### config.mk
export PLATFORM = sky130hd
export DESIGN_NAME = chop_offset_est
export DESIGN_NICKNAME = d
export VERILOG_FILES = /design/src/rtl/chop_offset_est.sv
export SDC_FILE = /design/constraint.sdc
export NUM_CORES = 1
export LEC_CHECK = 0
export ABC_AREA = 1
export BUFFER_PORTS_ARGS = -buffer_cell sky130_fd_sc_hd__buf_2
export CAP_MARGIN = 5
export CORE_MARGIN = 2
export CORE_UTILIZATION = 25
export CTS_CLUSTER_SIZE = 14
export DETAILED_ROUTE_END_ITERATION = 7
export PLACE_DENSITY_LB_ADDON = 0.08
export SLEW_MARGIN = 20
export SYNTH_ARGS = -nofsm -noshare
export SYNTH_HDL_FRONTEND = slang
export SYNTH_SLANG_ARGS = --single-unit
### constraint.sdc
create_clock -name clk -period 4.4 [get_ports clk]
set_input_delay 0.88 -clock clk [delete_from_list [all_inputs] [get_ports clk]]
set_output_delay 0.88 -clock clk [all_outputs]
set_load 0.03 [all_outputs]
### src/rtl/chop_offset_est.sv
module chop_offset_est #(
  parameter int IN_W          = 16,
  parameter int FRAME_MIN_LOG = 5,
  parameter int LEN_STEPS     = 3,
  parameter int DROP_MAX      = 2
) (
  input  logic                   clk,
  input  logic                   rst_n,
  input  logic                   restart,
  input  logic [1:0]             len_sel,
  input  logic [1:0]             fmt_sel,
  input  logic                   in_valid,
  input  logic signed [IN_W-1:0] in_data,
  output logic                   dm_valid,
  output logic signed [IN_W:0]   dm_data,
  output logic                   off_valid,
  output logic signed [IN_W-1:0] off_data
);
  localparam int MAX_LOG = FRAME_MIN_LOG + LEN_STEPS - 1;
  localparam int CNT_W   = MAX_LOG;
  localparam int ACC_W   = IN_W + MAX_LOG;

  logic [CNT_W-1:0]        cnt;
  logic                    neg;
  logic signed [ACC_W-1:0] acc;
  logic [1:0]              lat_len, lat_fmt;

  logic                    first;
  logic [1:0]              len_e, fmt_e, len_c, fmt_c;
  logic [3:0]              len_log, drop, off_sh;
  logic [CNT_W-1:0]        cnt_e, frame_top;
  logic                    last, code_neg;
  logic signed [ACC_W-1:0] sum;
  logic signed [IN_W:0]    prod;
  logic signed [IN_W+1:0]  dm_x;
  logic signed [ACC_W:0]   off_x;

  assign first    = restart | (cnt == '0);
  assign len_e    = first ? len_sel : lat_len;
  assign fmt_e    = first ? fmt_sel : lat_fmt;
  assign len_c    = (len_e > 2'(LEN_STEPS - 1)) ? 2'(LEN_STEPS - 1) : len_e;
  assign fmt_c    = (fmt_e > 2'(DROP_MAX)) ? 2'(DROP_MAX) : fmt_e;
  assign len_log  = 4'(FRAME_MIN_LOG) + {2'b00, len_c};
  assign drop     = 4'(DROP_MAX) - {2'b00, fmt_c};
  assign off_sh   = len_log + drop;

  assign cnt_e     = restart ? '0 : cnt;
  assign frame_top = ~({CNT_W{1'b1}} << len_log);
  assign last      = (cnt_e == frame_top);
  assign code_neg  = restart ? 1'b0 : neg;

  assign sum  = (first ? '0 : acc) + ACC_W'(in_data);
  assign prod = code_neg ? -(IN_W+1)'(in_data) : (IN_W+1)'(in_data);
  assign dm_x = (IN_W+2)'(prod) + (IN_W+2)'(((IN_W+2)'(1) << drop) >> 1);
  assign off_x = (ACC_W+1)'(sum) + (ACC_W+1)'(((ACC_W+1)'(1) << off_sh) >> 1);

  always_ff @(posedge clk or negedge rst_n) begin
    if (!rst_n) begin
      cnt       <= '0;
      neg       <= 1'b0;
      acc       <= '0;
      lat_len   <= '0;
      lat_fmt   <= '0;
      dm_valid  <= 1'b0;
      dm_data   <= '0;
      off_valid <= 1'b0;
      off_data  <= '0;
    end else begin
      dm_valid  <= in_valid;
      off_valid <= in_valid & last;
      if (in_valid) begin
        acc     <= sum;
        cnt     <= last ? '0 : cnt_e + 1'b1;
        neg     <= last ? 1'b0 : ~code_neg;
        lat_len <= len_e;
        lat_fmt <= fmt_e;
        dm_data <= (IN_W+1)'(dm_x >>> drop);
        if (last) off_data <= IN_W'(off_x >>> off_sh);
      end else if (restart) begin
        cnt <= '0;
        neg <= 1'b0;
      end
    end
  end
endmodule


==> metrics.txt, run 1 <==
CTS tree built; Final #Nets 1,677; DRC 0; design area 0.01157 mm2; Worst path max stage delay 0.37 ns; TritonCTS Buffers 9; Setup Skew 0.009953 ns; Worst Hold Class flop to flop; Area Overhead vs Synth 40.86%; Post-synth top flop dfrtp_1; DRT Pass-1 Iters 5; Warnings, synthesis 0; Synth Area per Inst 6.177 um2; gr usage total 0.1725; Worst setup endpoint off_data[9]; gr ovfl total 0; dpl ws -0.7456 ns; R2R cell count 34; CTS max path bufs 2; Initial DRC Count 416; port bufs 58; critical-path maximum fanout 6; CP Class primary input to flop; Critical Path Start restart; Slew @ Worst Pin 0.6914 ns; Placed Instances 2,002; power density over cell area 409.8 mW/mm2; share of layout cells above drive strength 1 0.3001; P_leak 6.196 nW; hpwl dp 23,050 um; Bufs and invs on worst path 9; FF-to-FF setup slack -0.34 ns; Seq cells post-synth 70; top cells by area, synth dfrtp_1 (21%), nand2_1 (18%), nand3_1 (9.1%), ha_1 (8.8%), inv_1 (8.6%); RR Endpoint off_data[9]; CP top delay family simple AND/OR/NAND/NOR gates; fin crit share 1.077; RSZ-0062 raised after global routing yes; max_cap viols 0; Routed Antenna Nets 0; Mapped Cells 1,330; # rows 66; number of clock sinks 70; Final setup viols 16; Die W 185.3 um; Synth Cell Area 0.008215 mm2; cell taking the most area after synthesis dfrtp_1; reg-to-reg critical path startpoint cnt[1]; crit path time final 4.740 ns; Critical Path Stages 34; Synth top area share 0.2132; I/O pin count 59; first-pass GRT wire length 45,830 um; H-tree depth 3; via count 8,981; final wirelength 28,540 um; Achievable Freq 211.0 MHz; Async SR Flop Fraction 1.000; Slew Limit Fails 0; clock latency on the worst-skew pair 0.36 ns; # hold bufs at CTS 0; average wire per standard cell 14.00 um; clk slew on worst S/H paths 0.06 ns; die area 0.03433 mm2; post-DR vias/cell 4.407; Max IR drop VDD 0.0001946 V; failing checks setup timing; root buf cell clkbuf_16; endpoints failing hold 0; data required time of the worst path 4.66 ns; FILL cells 3,604; initial antenna violation count 0; placed instance area 0.01055 mm2; CORE AREA 0.03245 mm2; Crit. End Element flop; Reg area 0.001752 mm2; largest net degree at the start of global routing 65; Die Span Y 185.3 um; post-synthesis cell type count 56; final worst slack -0.3398 ns; Arrival @ worst endpoint 5.00 ns; CP startpoint kind primary input; vias in the first global route 8,838; initial core utilization 0.2531; number of synthesized flops with an enable pin 0; slowest CP cell fa_2; Seq/Total Area, Yosys 0.2132; Placer Congestion 0.8138; Max-slew headroom 0.5342; status finished with violations; Non-Filler Instances 2,038; hold slack final 0.4741 ns; area of the multi-input gates 0.006213 mm2; n_diodes 0
[flip-flops by register name, summed over array words and instances, names as in the netlist]
| name | count |
|---|---|
| lat_fmt | 2 |
| dm_data | 17 |
| off_valid | 1 |
| dm_valid | 1 |
| lat_len | 2 |
| cnt | 7 |
| acc | 23 |
| neg | 1 |
| off_data | 16 |
[layout by cell type, fill, tap and decap left out, drive strengths merged, types with 2 or more instances in the layout]
cell,netlist,layout
fa,4,4
a21oi,55,55
buf,18,270
a22o,2,2
o21a,4,4
dfrtp,70,70
a2bb2oi,3,3
xnor2,16,16
or2,16,16
nand2,420,420
nand3b,5,5
a21boi,4,4
nand4,18,18
o21ai,68,68
clkinv,3,5
mux2i,6,6
bufinv,0,2
nand3,156,156
a31o,2,2
ha,58,58
xor2,31,31
nor3,14,14
a31oi,9,9
o211ai,6,6
clkbuf,15,9
o21bai,2,2
conb,2,15
inv,194,196
nor2,120,120
[kinds of logic after synthesis]
group           Yosys count  synth area share
simple gates            750            0.4033
buf+inv                 230            0.1087
other cells               2         0.0009141
fa+ha+maj                62           0.09808
compound gates          163            0.1165
xor+xnor                 47           0.05193
mux                       6          0.007311
flops                    70            0.2132
[Yosys cell counts, types with 11 or more instances]
cell	n
clkbuf_1	15
nand3_1	150
nand2_2	13
nand4_1	18
o21ai_0	62
dfrtp_1	70
xnor2_1	16
xor2_1	29
inv_1	188
nor3_1	11
ha_1	58
nor2_1	106
a21oi_1	53
buf_2	12
nand2_1	404
[final cells by class]
class	count	area share
multi-input cells	1043	0.5369
repair buffers	270	0.1687
flip-flops and latches	70	0.1514
inverters	197	0.06682
well taps	442	0.04779
clock buffers	9	0.01946
clock inverters	7	0.008974
[worst min-delay path by stage]
| stage | startpoint | end | slack (ns) | cells past startpoint |
|---|---|---|---|---|
| global placement | dm_data[3] | dm_data[3] | 0.46 | 2 |
| CTS | dm_data[4] | dm_data[4] | 0.48 | 2 |
| floorplan | acc[17] | acc[17] | 0.45 | 2 |
| finish | off_data[14] | off_data[14] | 0.47 | 2 |
| detailed placement | dm_data[4] | dm_data[4] | 0.46 | 2 |
| global route | dm_data[12] | dm_data[12] | 0.49 | 2 |
[worst min-delay path: cells and delay by family, from the launching register on]
family,cells,cell delay (ns)
simple gates,2,0.10
flops,1,0.34
[what timing repair did]
action,in CTS,in global routing
resized for setup,70,73
pin swaps,25,37
setup endpoints to repair,16,16
buffers inserted,10,10
[layer usage]
layer | GRT usage | routed length, um | vias to the layer above
met1 | 0.2238 | 13630 | 4100
met3 | 0.02281 | 681 | 20
met5 | 0 | 0 | -
met4 | 0.04286 | 431 | 0
met2 | 0.3007 | 13790 | 90
li1 | - | - | 4771
[stage by stage]
| stage | setup TNS [ns] | utilization | total power, W |
|---|---|---|---|
| after detailed placement | -10.66 | 0.3251 | 0.003586 |
| final | -4.524 | 0.3566 | 0.004743 |
| after floorplan | -3.797 | - | 0.002510 |
| after CTS | -3.853 | 0.3462 | 0.004629 |
| after global placement | -10.80 | 0.3251 | 0.003605 |
| after global routing | -8.866 | 0.3566 | 0.005164 |
[power by group]
group          total (W)  switching (W)  internal [W]
Sequential      0.000787      0.0000419      0.000746
Clock           0.000867       0.000361      0.000506
Combinational    0.00309        0.00184       0.00125
Total            0.00474        0.00224       0.00250
Power figures use the tool's default switching activity.
==> run 2: changes to the inputs <==
--- a/config.mk
+++ b/config.mk
@@ -6,12 +6,11 @@
 export NUM_CORES = 1
 export LEC_CHECK = 0
 export ABC_AREA = 1
-export BUFFER_PORTS_ARGS = -buffer_cell sky130_fd_sc_hd__buf_2
 export CAP_MARGIN = 5
-export CORE_MARGIN = 2
 export CORE_UTILIZATION = 25
 export CTS_CLUSTER_SIZE = 14
 export DETAILED_ROUTE_END_ITERATION = 7
+export DONT_BUFFER_PORTS = 1
 export PLACE_DENSITY_LB_ADDON = 0.08
 export SLEW_MARGIN = 20
 export SYNTH_ARGS = -nofsm -noshare
==> run 2 against run 1 <==
The flow still finishes with violations (setup timing). Via count decreased by 2.0%. Die area decreased by 2.1%. Cell count decreased by 3.0%. Critical endpoint is now off_data[3]. Highest routed layer unchanged.
==> metrics.txt, run 2 (synthesis gave the netlist of run 1 again) <==
clock latency on the worst-skew pair 0.37 ns (was 0.36 ns); crit path time final 4.504 ns (was 4.740 ns); R2R cell count 27 (was 34); Setup Skew 0.01692 ns (was 0.009953 ns); reg-to-reg critical path startpoint cnt[1] (unchanged); Most flops, register acc (unchanged); TritonCTS Buffers 9 (unchanged); Logic pwr share 0.645 (was 0.651); Achievable Freq 222.0 MHz (was 211.0 MHz); Pint 0.002582 W (was 0.002501 W); number of clock sinks 70 (unchanged); hpwl dp 23,160 um (was 23,050 um); dpl ws -0.6831 ns (was -0.7456 ns); CORE AREA 0.03245 mm2 (unchanged); RR Endpoint off_data[3] (was off_data[9]); area of the multi-input gates 0.006504 mm2 (was 0.006213 mm2); Arrival @ worst endpoint 4.76 ns (was 5.00 ns); Placed Instances 1,917 (was 2,002); RSZ-0062 raised after global routing yes (unchanged); via count 8,799 (was 8,981); Reg area 0.001752 mm2 (unchanged); gr usage total 0.1809 (was 0.1725); Final setup viols 14 (was 16); final worst slack -0.1035 ns (was -0.3398 ns); power density over cell area 417.9 mW/mm2 (was 409.8 mW/mm2); Psw 0.002244 W (was 0.002242 W); final wirelength 29,310 um (was 28,540 um); root buf cell clkbuf_16 (unchanged); Max-slew headroom 0.5386 (was 0.5342); CTS max path bufs 2 (unchanged); status finished with violations (unchanged); Max IR drop VDD 0.0002424 V (was 0.0001946 V); Critical Path Start cnt[1] (was restart); max_cap viols 0 (unchanged); Worst Hold Class primary input to asynchronous set/reset pin (was flop to flop); failing checks setup timing (unchanged); initial antenna violation count 1 (was 0); vias in the first global route 8,813 (was 8,838); sw frac 0.4650 (was 0.4727); H-tree depth 3 (unchanged); setup_tns -0.5818 ns (was -4.524 ns); die area 0.03359 mm2 (was 0.03433 mm2); FILL cells 3,565 (was 3,604); Largest regs acc: 23 flops, dm_data: 17 flops, off_data: 16 flops (unchanged); CTS tree built (unchanged); n_diodes 0 (unchanged); FF-to-FF setup slack -0.10 ns (was -0.34 ns); initial core utilization 0.2531 (unchanged); design area 0.01155 mm2 (was 0.01157 mm2); largest net degree at the start of global routing 71 (was 65); DRC 0 (unchanged); Die W 183.3 um (was 185.3 um); # rows 66 (unchanged); critical-path maximum fanout 6 (unchanged); Seq pwr share 0.185 (was 0.166); max reg flops 23 (unchanged); port bufs 0 (was 58); gr ovfl total 0 (unchanged); Placer Congestion 0.8151 (was 0.8138); Final #Nets 1,615 (was 1,677); post-DR vias/cell 4.453 (was 4.407); Crit. End Element flop (unchanged); most frequent cells in the layout nand2_1 (355), buf_4 (197), inv_1 (173) (was nand2_1 (366), buf_4 (206), inv_1 (178)); Initial DRC Count 501 (was 416); share of layout cells above drive strength 1 0.2999 (was 0.3001); fin crit share 1.024 (was 1.077); Area Overhead vs Synth 40.57% (was 40.86%); placed instance area 0.01002 mm2 (was 0.01055 mm2); Slew Limit Fails 0 (unchanged); P_leak 5.913 nW (was 6.196 nW); CP startpoint kind flop (was primary input); data required time of the worst path 4.66 ns (about the same); I/O pin count 59 (unchanged); endpoints failing hold 0 (unchanged); first-pass GRT wire length 47,170 um (was 45,830 um); clk slew on worst S/H paths 0.07 ns (was 0.06 ns); CP Class flop to flop (was primary input to flop); most common cell after layout, fill and taps aside nand2_1 (unchanged); Clock power frac 0.170 (was 0.183); DRT Pass-1 Iters 5 (unchanged); Slew @ Worst Pin 0.6849 ns (was 0.6914 ns); average wire per standard cell 14.83 um (was 14.00 um); Non-Filler Instances 1,976 (was 2,038); Routed Antenna Nets 0 (unchanged); Die Span Y 183.3 um (was 185.3 um)
==> run 2: cell types whose count changed in the layout (fill, tap and decap cells not counted), moves of 7 or more <==
| cell | change |
|---|---|
| buf_2 | -56 |
| nand3_1 | +7 |
| buf_4 | -9 |
| ha_1 | -11 |
| ha_4 | +10 |
| nor2_2 | +10 |
| nor2_4 | +7 |
| nand2_1 | -11 |
| nor2_1 | -17 |
| nand2_2 | +8 |
| nand3_2 | -10 |
==> run 2: layer usage <==
layer,global-route usage,vias to the layer above,share of wire
met5,0,-,0
met4,0.04700,0,0.013
met3,0.02264,16,0.025
met2,0.3162,95,0.49
met1,0.2334,4032,0.47
li1,-,4656,-
==> run 2: through the flow <==
step	power [W]	hold slack (ns)	util
2_1_floorplan	0.002510	0.4530	-
3_3_place_gp	0.003488	0.4695	0.3087
3_5_place_dp	0.003471	0.4748	0.3087
4_1_cts	0.004568	0.1819	0.3365
5_1_grt	0.005268	0.1976	0.3558
6_report	0.004826	0.2176	0.3558
==> run 2: worst max-delay path by stage <==
stage	endpoint	slack (ns)	depth (start not counted)
3_3_place_gp	off_data[4]	-0.70	29
6_report	off_data[3]	-0.10	27
3_5_place_dp	off_data[4]	-0.68	29
4_1_cts	off_data[11]	-0.12	35
2_1_floorplan	off_data[8]	-0.30	31
5_1_grt	off_data[9]	-0.39	34
==> run 2: critical path, cell delays in order, from the launching register on <==
cell       delay [ns]
dfrtp_1          0.40
nor3_2           0.20
nand3_2          0.15
nand2_8          0.14
inv_8            0.05
o21ai_4          0.17
nand2_4          0.07
inv_4            0.06
ha_4             0.12
inv_1            0.05
fa_2             0.35
or2_4            0.24
nand2_4          0.08
inv_4            0.05
buf_6            0.13
nor3_4           0.15
ha_2             0.20
inv_2            0.04
fa_2             0.35
buf_4            0.16
o31ai_4          0.28
xor2_2           0.13
mux2i_1          0.20
inv_1            0.05
o21ai_0          0.18
a21oi_1          0.10
a21oi_1          0.20
a2bb2oi_2        0.08
==> run 2: layout make-up <==
cell class | instances | area share
multi-input combinational | 1043 | 0.5632
sequential | 70 | 0.1517
timing repair buffer | 208 | 0.1425
inverter | 197 | 0.06696
tap | 442 | 0.04789
clock buffer | 14 | 0.02459
clock inverter | 2 | 0.003250
==> run 2: power groups by stage <==
stage / Clock, W / Sequential (W) / Combinational, W
detailed placement: 0 / 0.000908 / 0.00256
CTS: 0.000853 / 0.000897 / 0.00282
floorplan: 0 / 0.000890 / 0.00162
global placement: 0 / 0.000905 / 0.00258
global route: 0.000879 / 0.000910 / 0.00348
finish: 0.000819 / 0.000895 / 0.00311
==> run 2: what timing repair did <==
item	in CTS	in global routing
pin swaps	48	51
hold buffers	0	0
buffers inserted	23	19
gates cloned	1	0
endpoints found under the setup margin	16	16
resized for setup	102	112
==> run 3: changes to the inputs <==
--- a/config.mk
+++ b/config.mk
@@ -5,7 +5,6 @@
 export SDC_FILE = /design/constraint.sdc
 export NUM_CORES = 1
 export LEC_CHECK = 0
-export ABC_AREA = 1
 export CAP_MARGIN = 5
 export CORE_UTILIZATION = 25
 export CTS_CLUSTER_SIZE = 14
==> run 3 against run 2 <==
The run ends with DRC, setup timing left. Non-clock buffer count is 48 higher. Largest power group unchanged. Total power is 15% higher. Cell count down 18%. Area after synthesis decreased by 4.6%. Largest cell class unchanged. Critical path type unchanged. Register-to-register slack got worse by 0.99 ns. Highest routed layer unchanged. Maximum frequency shrank 18%. Global-route usage barely moved. Die area decreased by 4.6%.
==> metrics.txt, run 3 <==
Mapped Cells 985 (was 1,330); cell taking the most area after synthesis dfrtp_1 (unchanged); CTS tree built (unchanged); max_cap viols 0 (unchanged); Routed Antenna Nets 0 (unchanged); Largest regs acc: 23 flops, dm_data: 17 flops, off_data: 16 flops (unchanged); most common cell in the netlist nor2_1 (was nand2_1); Die Span Y 179.0 um (was 183.3 um); largest family of logic cells by synthesized area compound AO/OA/AOI/OAI gates (was simple AND/OR/NAND/NOR gates); initial core utilization 0.2548 (was 0.2531); slowest CP cell dfrtp_1 (unchanged); Placed Instances 1,584 (was 1,917); Synth top area share 0.2235 (was 0.2132); DRC 13 (was 0); post-synthesis xor/xnor area fraction 0.07249 (was 0.05193); multiplexer share of the synthesized area 0.08239 (was 0.007310); gr ovfl total 0 (unchanged); M3 GR Usage 0.02099 (was 0.02264); Worst path max stage delay 0.42 ns (was 0.40 ns); setup_tns -16.22 ns (was -0.5818 ns); Initial DRC Count 351 (was 501); fin util 0.3591 (was 0.3558); Arrival @ worst endpoint 5.74 ns (was 4.76 ns); hpwl dp 22,150 um (was 23,160 um); post-DR vias/cell 4.976 (was 4.453); Synth Cell Area 0.007836 mm2 (was 0.008215 mm2); Max IR drop VDD 0.0002204 V (was 0.0002424 V); via count 8,061 (was 8,799); clk slew on worst S/H paths 0.06 ns (was 0.07 ns); crit path time final 5.494 ns (was 4.504 ns); Warnings, synthesis 0 (unchanged); number of clock sinks 70 (unchanged); I/O pin count 59 (unchanged); Worst Hold Class primary input to asynchronous set/reset pin (unchanged); TritonCTS Buffers 9 (unchanged); Achievable Freq 182.0 MHz (was 222.0 MHz); root buf cell clkbuf_16 (unchanged); Final #Nets 1,304 (was 1,615); Area Overhead vs Synth 40.91% (was 40.57%); post-synthesis cell type count 83 (was 56); DRT Pass-1 Iters 8 (was 5); Synth Area per Inst 7.956 um2 (was 6.177 um2); Crit. End Element flop (unchanged); critical-path maximum fanout 7 (was 6); final wirelength 28,100 um (was 29,310 um); Seq/Total Area, Yosys 0.2235 (was 0.2132); Seq cells post-synth 70 (unchanged); clock latency on the worst-skew pair 0.36 ns (was 0.37 ns); post-synthesis adder-cell area fraction 0.1028 (was 0.09808); simple-gate share of the synthesized area 0.2176 (was 0.4033); most frequent cells in the layout buf_4 (247), nor2_1 (99), nand2_1 (89) (was nand2_1 (355), buf_4 (197), inv_1 (173)); initial antenna violation count 1 (unchanged); GR Util met2 0.3026 (was 0.3162); H-tree depth 3 (unchanged); final worst slack -1.094 ns (was -0.1035 ns); # rows 64 (was 66); CP dominant cell by count buf_4; compound-cell area share of the yosys netlist 0.2641 (was 0.1165); largest net degree at the start of global routing 71 (unchanged); endpoints failing hold 0 (unchanged); P_leak 4.929 nW (was 5.913 nW); data required time of the worst path 4.64 ns (was 4.66 ns); Max-slew headroom 0.5670 (was 0.5386); Setup Skew 0.008425 ns (was 0.01692 ns); CP startpoint kind flop (unchanged); Slew @ Worst Pin 0.6331 ns (was 0.6849 ns); GR peak layer met2 (unchanged); # hold bufs at CTS 0 (unchanged); RSZ-0062 raised after global routing yes (unchanged); status finished with violations (unchanged); fin crit share 1.249 (was 1.024); Die W 179.0 um (was 183.3 um); Slew Limit Fails 0 (unchanged); first-pass GRT wire length 44,190 um (was 47,170 um); power density over cell area 504.1 mW/mm2 (was 417.9 mW/mm2); Tot Pwr 0.005566 W (was 0.004826 W); gr usage total 0.1809 (about the same); port bufs 0 (unchanged); met1 global-route usage 0.2459 (was 0.2334); Non-Filler Instances 1,620 (was 1,976); most common cell after layout, fill and taps aside buf_4 (was nand2_1); dpl ws -1.498 ns (was -0.6831 ns); share of layout cells above drive strength 1 0.3459 (was 0.2999); failing checks DRC, setup timing (was setup timing); average wire per standard cell 17.35 um (was 14.83 um); CORE AREA 0.03075 mm2 (was 0.03245 mm2); Async SR Flop Fraction 1.000 (unchanged); die area 0.03206 mm2 (was 0.03359 mm2); vias in the first global route 7,949 (was 8,813); number of synthesized flops with an enable pin 0 (unchanged); top cells by area, synth dfrtp_1 (22%), ha_1 (9.3%), nor2_1 (5.3%), mux2_2 (4.9%), a21oi_1 (4.7%) (was dfrtp_1 (21%), nand2_1 (18%), nand3_1 (9.1%), ha_1 (8.8%), inv_1 (8.6%)); Placer Congestion 0.8002 (was 0.8151); Post-synth top cells nor2_1 (110), nand2_1 (95), a21oi_1 (74) (was nand2_1 (404), inv_1 (188), nand3_1 (150)); CP Class flop to flop (unchanged); Post-synth top flop dfrtp_1 (unchanged); CTS max path bufs 2 (unchanged); Final setup viols 16 (was 14); max reg flops 23 (unchanged); Most flops, register acc (unchanged)
[run 3: cell types whose count changed after synthesis, moves of 21 or more]
cell,previous run,this run
nand2_1,404,95
inv_1,188,22
nand3_1,150,23
mux2_2,0,34
and2_1,0,26
clkbuf_1,15,37
a21o_1,1,22
a21oi_1,53,74
[run 3: repair_timing]
action,CTS,global route
setup buffers,12,7
pin swaps,60,42
gates cloned,2,0
gates resized for setup,63,40
setup endpoints to repair,16,23
[run 3: report_power, final]
group	switching [W]	internal [W]
Combinational	0.00199	0.00191
Sequential	0.000172	0.000790
Clock	0.000327	0.000384
[run 3: cell families (layout without fill, tap and decap cells)]
family | count (synthesis) | in the layout
other cells | 2 | 16
fa+ha+maj | 62 | 62
flops | 70 | 70
simple gates | 356 | 356
compound gates | 301 | 301
buf+inv | 71 | 296
mux | 59 | 59
xor+xnor | 64 | 64
[run 3: cell type report]
cell class	instances	area, um2
Fill cell	3232	19710
Multi-Input combinational cell	857	6439
Timing Repair Buffer	256	1983
Sequential cell	70	1752
Tap cell	396	495.5
Clock buffer	9	225.2
Inverter	24	95.09
Clock inverter	7	50.05
Antenna cell	1	2.502
[run 3: critical path: cells and delay by family (launching register included)]
family,cells,cell delay (ns)
buffers and inverters,5,0.78
AOI/OAI and AO/OA,16,2.55
DFF,1,0.42
xor gates and xnor gates,1,0.17
and+or+nand+nor,5,0.64
adders and majority gates,3,0.80
[run 3: worst paths after layout]
kind | startpoint | end | slack, ns | depth (start not counted)
max | cnt[2] | off_data[5] | -1.09 | 30
min | rst_n | dm_data[7] | 0.21 | 0
max reg2reg | cnt[2] | off_data[5] | -1.09 | 30
min reg2reg | acc[11] | acc[11] | 0.50 | 1
max in group asynchronous | rst_n | off_data[1] | 4.03 | 0
min in group clk | acc[11] | acc[11] | 0.50 | 1
[run 3: routing by layer]
layer	vias to the layer above	wire length, um
met5	-	0
met4	0	263
met3	14	767
met2	89	13290
met1	3880	13780
li1	4078	-
[run 3: metrics by stage]
stage,area [um2],hold WS [ns]
floorplan,8087,0.4721
global placement,10110,0.4805
detailed placement,10110,0.4879
CTS,10800,0.1948
global route,11040,0.1977
finish,11040,0.2111
